$ cat src/rtl/rx_sts_pkg.sv
package rx_sts_pkg;
  localparam int DEST_W   = 5;
  localparam int ID_W     = 5;
  localparam int USER_W   = 4;
  localparam int ERR_W    = 3;
  localparam int WORD_W   = 32;
  localparam int DEST_LSB = 0;
  localparam int ID_LSB   = 8;
  localparam int USER_LSB = 16;
  localparam int EOP_BIT  = 26;
  localparam int SOP_BIT  = 27;
  localparam int ERR_LSB  = 28;
  localparam int CMP_BIT  = 31;
  localparam logic [WORD_W-1:0] RSVD_MASK = 32'h03F0_E0E0;

  typedef struct packed {
    logic [USER_W-1:0] user;
    logic [ID_W-1:0]   id;
    logic [DEST_W-1:0] dest;
  } side_t;

  function automatic logic [WORD_W-1:0] pack_status(side_t sb, logic sop,
                                                    logic eop, logic [ERR_W-1:0] err);
    logic [WORD_W-1:0] w;
    w = '0;
    w[DEST_LSB +: DEST_W] = sb.dest;
    w[ID_LSB   +: ID_W]   = sb.id;
    w[USER_LSB +: USER_W] = sb.user;
    w[EOP_BIT]            = eop;
    w[SOP_BIT]            = sop;
    w[ERR_LSB  +: ERR_W]  = err;
    w[CMP_BIT]            = 1'b1;
    return w;
  endfunction
endpackage

$ cat src/rtl/rx_sts_pkt_track.sv
module rx_sts_pkt_track
  import rx_sts_pkg::*;
(
  input  logic  clk,
  input  logic  rst_n,
  input  logic  beat,
  input  logic  last,
  input  side_t side_in,
  output logic  first_beat,
  output logic  last_beat,
  output side_t side_out
);
  logic  pkt_open_q;
  side_t side_q;

  assign first_beat = beat && !pkt_open_q;
  assign last_beat  = beat && last;
  assign side_out   = first_beat ? side_in : side_q;

  always_ff @(posedge clk) begin
    if (!rst_n) begin
      pkt_open_q <= 1'b0;
      side_q     <= '0;
    end else begin
      if (beat)       pkt_open_q <= !last;
      if (first_beat) side_q     <= side_in;
    end
  end
endmodule

$ cat src/rtl/rx_sts_buf_flags.sv
module rx_sts_buf_flags
  import rx_sts_pkg::*;
(
  input  logic             clk,
  input  logic             rst_n,
  input  logic             first_beat,
  input  logic             last_beat,
  input  logic [ERR_W-1:0] err_in,
  input  logic             done,
  output logic             sop_eff,
  output logic             eop_eff,
  output logic [ERR_W-1:0] err_eff
);
  logic sop_q, eop_q;

  assign sop_eff = sop_q || first_beat;
  assign eop_eff = eop_q || last_beat;

  always_ff @(posedge clk) begin
    if (!rst_n || done) begin
      sop_q <= 1'b0;
      eop_q <= 1'b0;
    end else begin
      sop_q <= sop_eff;
      eop_q <= eop_eff;
    end
  end

  for (genvar i = 0; i < ERR_W; i++) begin : g_err
    logic err_q;
    assign err_eff[i] = err_q || err_in[i];
    always_ff @(posedge clk) begin
      if (!rst_n || done) err_q <= 1'b0;
      else                err_q <= err_eff[i];
    end
  end
endmodule

$ cat src/rtl/rx_status_wb.sv
module rx_status_wb
  import rx_sts_pkg::*;
(
  input  logic              clk,
  input  logic              rst_n,
  input  logic              s_valid,
  input  logic              s_ready,
  input  logic              s_last,
  input  logic [DEST_W-1:0] s_dest,
  input  logic [ID_W-1:0]   s_id,
  input  logic [USER_W-1:0] s_user,
  input  logic              err_int,
  input  logic              err_slv,
  input  logic              err_dec,
  input  logic              buf_done,
  output logic [WORD_W-1:0] sts_word,
  output logic              sts_wr
);
  logic             beat;
  logic             first_beat;
  logic             last_beat;
  side_t            side_live;
  side_t            side_cur;
  logic             sop_eff;
  logic             eop_eff;
  logic [ERR_W-1:0] err_eff;

  assign beat      = s_valid && s_ready;
  assign side_live = '{user: s_user, id: s_id, dest: s_dest};

  rx_sts_pkt_track u_trk (
    .clk       (clk),
    .rst_n     (rst_n),
    .beat      (beat),
    .last      (s_last),
    .side_in   (side_live),
    .first_beat(first_beat),
    .last_beat (last_beat),
    .side_out  (side_cur)
  );

  rx_sts_buf_flags u_flg (
    .clk       (clk),
    .rst_n     (rst_n),
    .first_beat(first_beat),
    .last_beat (last_beat),
    .err_in    ({err_dec, err_slv, err_int}),
    .done      (buf_done),
    .sop_eff   (sop_eff),
    .eop_eff   (eop_eff),
    .err_eff   (err_eff)
  );

  always_ff @(posedge clk) begin
    if (!rst_n) begin
      sts_word <= '0;
      sts_wr   <= 1'b0;
    end else begin
      sts_wr <= buf_done;
      if (buf_done) sts_word <= pack_status(side_cur, sop_eff, eop_eff, err_eff);
    end
  end
endmodule

$ cat config.mk
export PLATFORM = sky130hd
export DESIGN_NAME = rx_status_wb
export DESIGN_NICKNAME = d
export VERILOG_FILES = /design/src/rtl/rx_sts_pkg.sv /design/src/rtl/rx_sts_pkt_track.sv /design/src/rtl/rx_sts_buf_flags.sv /design/src/rtl/rx_status_wb.sv
export SDC_FILE = /design/constraint.sdc
export NUM_CORES = 1
export LEC_CHECK = 0
export ABC_AREA = 1
export BUFFER_PORTS_ARGS = -buffer_cell sky130_fd_sc_hd__buf_2
export CORE_UTILIZATION = 40
export CTS_CLUSTER_SIZE = 20
export DETAILED_ROUTE_END_ITERATION = 10
export PLACE_DENSITY = 0.7
export REMOVE_ABC_BUFFERS = 1
export SLEW_MARGIN = 25
export SYNTH_ARGS = -nofsm -noshare
export SYNTH_HDL_FRONTEND = slang
export SYNTH_HIERARCHICAL = 1
export SYNTH_SLANG_ARGS = --single-unit
$ cat constraint.sdc
create_clock -name clk -period 1.4 [get_ports clk]
set_clock_uncertainty 0.1 [all_clocks]
set_input_delay 0.28 -clock clk [delete_from_list [all_inputs] [get_ports clk]]
set_output_delay 0.28 -clock clk [all_outputs]
set_load 0.05 [all_outputs]
### Yosys cells after proc, flatten, opt, wreduce, memory -nomap -nowiden

Index checks and enable logic that the tools add are counted.

* word-level logic and storage cells: 24
* output and inout bits: 33
* bits in registers: 41
* input bits: 23

* mux-type cells: 1
* reduce and logical (&&, ||, !) cells: 12

Operator list (number)
* 14-bit two-way mux: 1
* 1-bit logical OR: 6
* 1-bit logical AND: 3
* 1-bit zero test: 3

### Logic depth before layout (Yosys ltp)

Gate-level depths: netlist of the first run.

* word-level depth: 3
* depth in mapped cells: 12
* gate-level depth less buffers: 10

### Modules after synthesis

Netlist of the first run, hierarchy kept.

Modules (own cells, without submodules)
* rx_status_wb: seq. area each 420.4 µm², area each 932.1 µm², instances 1, cells each 141
* rx_sts_pkt_track: seq. area each 300.3 µm², area each 784.5 µm², instances 1, cells each 126
* rx_sts_buf_flags: seq. area each 100.1 µm², area each 166.4 µm², instances 1, cells each 22

### Worst setup path before layout of the first run

No wires, ideal clock.

* kind: input port to flip-flop
* start point: input port s_valid
* end point: register sts_word[27]
* path buffers: 2
* arrival time: 1047 ps
* stages on the path: 12
* slack: 138 ps
* cell sequence: nand2_1 -> inv_1 -> buf_6 -> nand2_4 -> buf_6 -> inv_1 -> nor2_1 -> inv_1 -> inv_1 -> nand2_1 -> nand2_1 -> nor2_1

* longest elaborated chain between the ends: 3

Ends and longest elaborated chain
* start: declaration: RTL line rx_status_wb.sv:6 `input logic s_valid,`
* 1-bit logical AND: RTL line rx_status_wb.sv:28 `assign beat = s_valid && s_ready;`
* via beat: RTL line rx_status_wb.sv:19 `logic beat;`
* 1-bit logical AND: RTL line rx_sts_pkt_track.sv:16 `assign first_beat = beat && !pkt_open_q;`
* via first_beat: RTL line rx_status_wb.sv:20 `logic first_beat;`
* 1-bit logical OR: RTL line rx_sts_buf_flags.sv:16 `assign sop_eff = sop_q || first_beat;`
* via sop_eff: RTL line rx_status_wb.sv:24 `logic sop_eff;`
* end signal: assignment: RTL line rx_status_wb.sv:60 `if (buf_done) sts_word <= pack_status(side_cur, sop_eff, eop_eff, err_eff);`
* end: declaration: RTL line rx_status_wb.sv:16 `output logic [WORD_W-1:0] sts_word,`

The timed path passes the listed nets, and every way through them passes these cells.
A chain may end at the register's enable or synchronous reset.

### Worst setup path in the final report of the first run

* start point: register sts_word[26]
* end point: output port sts_word[26]

No word-level cell between the ends.

==> metrics, run 1 <==
run status=finished with violations; failing checks=DRC; cell leakage power=1.376 nW; ANT nets after route=0; design area=2187 sq um; top-count cell post-synth=inv_1; Compound-Gate Fraction of Synth Area=0.2658%; H-tree depth=2; CP Buf/Inv Count=1; min Tclk post-route=1.267 ns; CTS Buf Count=5; delay-heaviest family, CP=flip-flops; Initial DRC Count=80; CP Data Required Time=1.02 ns; CP Launch Type=register; main combinational cell family by area after synthesis=simple AND/OR/NAND/NOR gates; largest cells by area after synthesis=dfxtp_1 44%, inv_1 14%, nand2_1 14%, nor2_1 13%, buf_4 5.2%; Ports=56; class of the worst hold path=input port to register; Post-CTS Setup Repair Bufs=0; CTS Hold Buffers Added=0; Synth Cell Area=1883 sq um; maximum vdd drop=0.4291 mV; Synth Register Bits=41; Clk network pwr share=31.1%; post-synthesis xor/xnor area fraction=0%; Synth Area in Simple Gates=31.76%; Syn Area/Cell=6.516 sq um; crit path DAT=0.89 ns; Largest stage delay, worst path=0.34 ns; fillers=484; Placement Setup Slack=0.04653 ns; final hold violations=0; initial antenna violation count=0; fmax=0.7891 GHz; Via Count=1527; fin crit share=90.52%; critical path class=register to output pin; Final #Nets=355; total clock sinks=41; Post-synth ARST share=0%; CP endpoint kind=output pin; routed vias/inst=3.966; Post-Synth Adder-Cell Area=0%; share of cells above drive strength 1=18.92%; Ant. Diodes=0; first-pass GRT wire length=5837 um; Chip Height=70.61 um; combinational share of power=21.9%; vias in the first global route=1392; max-cap viol count=0; unrepaired setup endpoints after global routing=no; Worst-path clk slew=0.07 ns; switching portion of total power=31.63%; Syn-to-layout area delta=16.15%; Distinct cells, synth=14; total global routing track utilization=15.14%; Max Buffers Root-to-Sink=2; mux contribution to synthesized area=0%; CTS tree=done; WL/cell=8.455 um; Crit Path Max Fanout=2; Synth top cells by count=71 x inv_1, 68 x nand2_1, 63 x nor2_1, 41 x dfxtp_1, 14 x nand3_1; EDFF count, synth=0; clk_lat worst skew=0.29 ns; Cells after Synth=289; Resized cells post-CTS=0; Fin Setup TNS=0 ns; Std-Cell Rows=24; max-slew violations=0; final worst setup slack=0.1327 ns; Pint=1.852 mW; top_reg_cell synth=dfxtp_1; WL final=3255 um; Core ar.=4444 sq um; Seq/Total Area, Yosys=43.59%; global route total overflow=0; post-detail-place hpwl=2156 um; Ys Warns=6; Final Setup Violations=0; most area-hungry cell type in the Yosys netlist=dfxtp_1; GP Congestion=0.7189; clock root buffer=clkbuf_8; pin count of the biggest net entering global routing=41; DRC=10; Starting Density=42.37%; Synth top area share=43.59%; total power=2.708 mW; power density over the cells=1238 nW/um^2; Pre-Repair DR Iteration Count=8; Reg power frac=47.0%; Port Buf Inserts=43; CP Cell Sequence=buf_2; Net Sw Power=0.8566 mW; critical path's slowest cell=dfxtp_1; Chip Width=70.61 um; Die Footprint=4986 sq um; Post-DP Area=2086 sq um
-- placed cells by master, fill, tap and decap left out --
cell type  count
conb_1        12
clkbuf_8       7
inv_2          2
nand2_2        4
buf_4          3
inv_1         71
nor2_1        63
o21ai_0        1
buf_12         2
nand2_1       68
buf_2         43
nand3_1       14
clkinv_2       1
dfxtp_1       41
nand2_4        1
-- per-stage QoR --
| step | hold slack, ns | instances | util [%] |
|---|---|---|---|
| global placement | 0.3258 | 377 | 46.93 |
| finish | 0.1239 | 385 | 49.21 |
| floorplan | 0.2904 | 277 | - |
| detailed placement | 0.3307 | 377 | 46.93 |
| CTS | 0.1134 | 385 | 49.21 |
| global route | 0.1302 | 385 | 49.21 |
-- per-layer routing --
| layer | global-route usage, % | share of wire [%] | routed length [um] | vias up |
|---|---|---|---|---|
| li1 | - | - | - | 864 |
| met1 | 18.79 | 51 | 1662 | 624 |
| met2 | 24.06 | 43 | 1385 | 35 |
| met3 | 4.274 | 4.5 | 148 | 4 |
| met4 | 8.000 | 1.8 | 59 | 0 |
| met5 | 0 | 0 | 0 | - |
-- power groups by stage --
stage / clock [mW] / combinational (mW) / sequential, mW
3_5_place_dp: 0 / 0.596 / 1.30
3_3_place_gp: 0 / 0.591 / 1.30
6_report: 0.841 / 0.593 / 1.27
5_1_grt: 0.931 / 0.663 / 1.28
4_1_cts: 0.884 / 0.599 / 1.27
2_1_floorplan: 0 / 0.284 / 1.46
-- final timing paths --
path	from	cells past startpoint	slack, ns	endpoint
setup reg to reg	u_trk/pkt_open_q$_SDFFE_PN0P_	9	0.17	sts_word[0]$_SDFFE_PN0P_
setup / recovery	sts_word[26]$_SDFFE_PN0P_	1	0.13	sts_word[26]
hold / removal	err_int	3	0.12	u_flg/g_err[0].err_q$_SDFF_PP0_
hold reg to reg	sts_word[31]$_SDFFE_PN0P_	2	0.34	sts_word[31]$_SDFFE_PN0P_
-- registers in the layout, indices dropped and copies added, names as in the netlist --
signal and cells:
sts_wr 1, u_trk/side_q 14, u_trk/pkt_open_q 1, u_flg/sop_q 1, sts_word 20, u_flg/g_err.err_q 3, u_flg/eop_q 1
-- layout make-up --
cell class	count	area, sq um	share of cell area, %
multi-input combinational	163	648.1	29.63
sequential	41	820.8	37.53
clock inverter	1	5.005	0.2288
tap	52	65.06	2.975
inverter	73	274.0	12.53
clock buffer	7	96.34	4.405
timing repair buffer	48	277.8	12.70
-- logic make-up (layout without fill, tap and decap cells) --
group	after synthesis	count (layout)
flip-flops	41	41
AND/OR/NAND/NOR	150	150
AO/OA/AOI/OAI	1	1
other	1	12
buffers and inverters	96	129
Power figures use the tool's default switching activity.
==> run 2: changes to the inputs <==
==> constraint.sdc (replaced) <==
create_clock -name clk -period 1.4 [get_ports clk]
set_clock_uncertainty 0.1 [all_clocks]
set_input_delay 0.21 -clock clk [delete_from_list [all_inputs] [get_ports clk]]
set_output_delay 0.21 -clock clk [all_outputs]
set_load 0.05 [all_outputs]
==> run 2 against run 1 <==
Effect of this change: the run still ends with DRC left; hold slack worse by 0.076 ns; critical path depth up 8; register-to-register slack about the same; non-clock buffer count unchanged; clock power up 16%; die area unchanged; final cell count unchanged; clock-buffer cell count unchanged; worst setup slack better by 0.050 ns; power up 4.8%; combinational power down 1%; largest power group unchanged.
==> metrics, run 2 (same netlist as run 1, synthesis figures left out) <==
fmax=0.8215 GHz (+4.1%); non-filler instance count after layout=385 (unchanged); CTS Hold Buffers Added=0 (unchanged); CTS Buf Count=5 (unchanged); post-detail-place hpwl=2155 um (about the same); fillers=484 (unchanged); Crit path top cell by count=nand2_1; maximum vdd drop=0.4570 mV (+6.5%); critical path class=register to register; run status=finished with violations; Chip Width=70.61 um (unchanged); Final #Nets=355 (unchanged); routed vias/inst=3.943 (-0.59%); Reg power frac=44.9% (-2.1 points); cell leakage power=1.375 nW (about the same); combinational share of power=20.7% (-1.2 points); total power=2.839 mW (+4.8%); first-pass GRT wire length=5347 um (-8.4%); Resized cells post-CTS=0 (unchanged); number of flip-flops under the largest register name=20 (unchanged); unrepaired setup endpoints after global routing=no; WL/cell=8.291 um (-1.9%); placed insts=377 (unchanged); clk_lat worst skew=0.29 ns (about the same); CP endpoint kind=register; ANT nets after route=0 (unchanged); Post-CTS Setup Repair Bufs=0 (unchanged); Fin Setup TNS=0 ns (unchanged); Chip Height=70.61 um (unchanged); power density over the cells=1296 nW/um^2 (+4.7%); clock root buffer=clkbuf_8; max-cap viol count=0 (unchanged); CP Data Required Time=1.49 ns (+0.47 ns); Port Buf Inserts=43 (unchanged); switching portion of total power=30.13% (-1.5 points); Core ar.=4444 sq um (unchanged); CP Cell Sequence=inv_2 -> buf_4 -> nand3_1 -> nand2_1 -> inv_1 -> inv_1 -> nand2_1 -> nand2_1 -> nor2_1; Pint=1.983 mW (+7.1%); critical path's slowest cell=dfxtp_1; Via Count=1518 (-0.59%); Syn-to-layout area delta=16.28%; max-slew violations=0 (unchanged); R2R setup slack=0.18 ns (about the same); GP Congestion=0.7175 (-0.19%); delay-heaviest family, CP=buffers and inverters; Ports=56 (unchanged); failing checks=DRC; pin count of the biggest net entering global routing=41 (unchanged); total clock sinks=41 (unchanged); Net Sw Power=0.8554 mW (-0.13%); Top Registers=sts_word: 20 flops, u_trk/side_q: 14 flops, u_flg/g_err.err_q: 3 flops; crit path DAT=1.31 ns (+0.42 ns); Die Footprint=4986 sq um (unchanged); Initial DRC Count=71 (-11%); DRC=10 (unchanged); Pre-Repair DR Iteration Count=9 (+1); Std-Cell Rows=24 (unchanged); H-tree depth=2 (unchanged); share of cells above drive strength 1=18.62% (-0.30 points); min Tclk post-route=1.217 ns (-0.05010 ns); utilization after layout=49.27% (+0.056 points); design area=2190 sq um (+0.11%); Ant. Diodes=0 (unchanged); class of the worst hold path=input port to register; vias in the first global route=1255 (-9.8%); Largest stage delay, worst path=0.32 ns (-0.02 ns); WL final=3192 um (-1.9%); Final Setup Violations=0 (unchanged); Crit Path Max Fanout=8 (+6); commonest non-fill, non-tap cells in the layout=71 x inv_1, 68 x nand2_1, 63 x nor2_1; commonest non-fill, non-tap cell in the layout=inv_1; Max Buffers Root-to-Sink=2 (unchanged); initial antenna violation count=0 (unchanged); Post-DP Area=2073 sq um (-0.60%); final hold violations=0 (unchanged); Reg with most FFs=sts_word; Clk network pwr share=34.4% (+3.3 points); Starting Density=42.37% (unchanged); total global routing track utilization=13.78% (-1.4 points); CP Buf/Inv Count=4 (+3); CTS tree=done; fin crit share=86.95% (-3.6 points); CP Launch Type=register; global route total overflow=0 (unchanged); Worst-path clk slew=0.08 ns (about the same)
run 2: changes by cell type in the layout (fill, tap and decap cells not counted):
cell	before	now
buf_12	2	1
buf_4	3	4
clkbuf_8	7	6
clkbuf_1	0	1
clkinv_2	1	0
bufinv_16	0	1
run 2: path summary, 6_finish.rpt:
path	startpoint	end	depth (start not counted)
worst max register to register	u_trk/pkt_open_q$_SDFFE_PN0P_	sts_word[0]$_SDFFE_PN0P_	9
worst max-delay path	u_trk/pkt_open_q$_SDFFE_PN0P_	sts_word[0]$_SDFFE_PN0P_	9
worst min register to register	sts_word[31]$_SDFFE_PN0P_	sts_word[31]$_SDFFE_PN0P_	2
worst min-delay path	err_int	u_flg/g_err[0].err_q$_SDFF_PP0_	3
run 2: area by class of cell:
class,instances,area [sq um],share of cell area [%]
multi-input cells,163,648.1,29.60
repair buffers,48,265.3,12.11
flip-flops and latches,41,820.8,37.49
clock buffers,7,86.33,3.943
inverters,73,274.0,12.51
clock inverters,1,30.03,1.371
well taps,52,65.06,2.971
run 2: layer usage:
| layer | vias to the layer above | wire [um] | GRT usage, % |
|---|---|---|---|
| met1 | 614 | 1565 | 16.86 |
| met4 | 0 | 53 | 5.333 |
| met3 | 6 | 198 | 5.413 |
| met2 | 36 | 1375 | 22.01 |
| li1 | 862 | - | - |
| met5 | - | 0 | 0 |
run 2: metrics by stage:
stage | worst slack, ns | hold slack (ns)
5_1_grt | 0.004882 | 0.05787
4_1_cts | 0.1622 | 0.04009
3_3_place_gp | 0.1404 | 0.3262
2_1_floorplan | 0.1788 | 0.2204
6_report | 0.1828 | 0.04779
3_5_place_dp | 0.09135 | 0.3319
run 2: worst register-to-register path: stages (launching register included):
cell and delay, ns:
dfxtp_1 0.32, inv_2 0.13, buf_4 0.18, nand3_1 0.07, nand2_1 0.08, inv_1 0.04
inv_1 0.04, nand2_1 0.04, nand2_1 0.06, nor2_1 0.04
run 2: power by group through the flow:
stage	combinational (mW)	sequential [mW]	clock (mW)
after floorplan	0.284	1.46	0
after global placement	0.586	1.30	0
after detailed placement	0.591	1.30	0
after CTS	0.593	1.27	1.02
after global routing	0.653	1.28	1.06
final	0.587	1.27	0.978
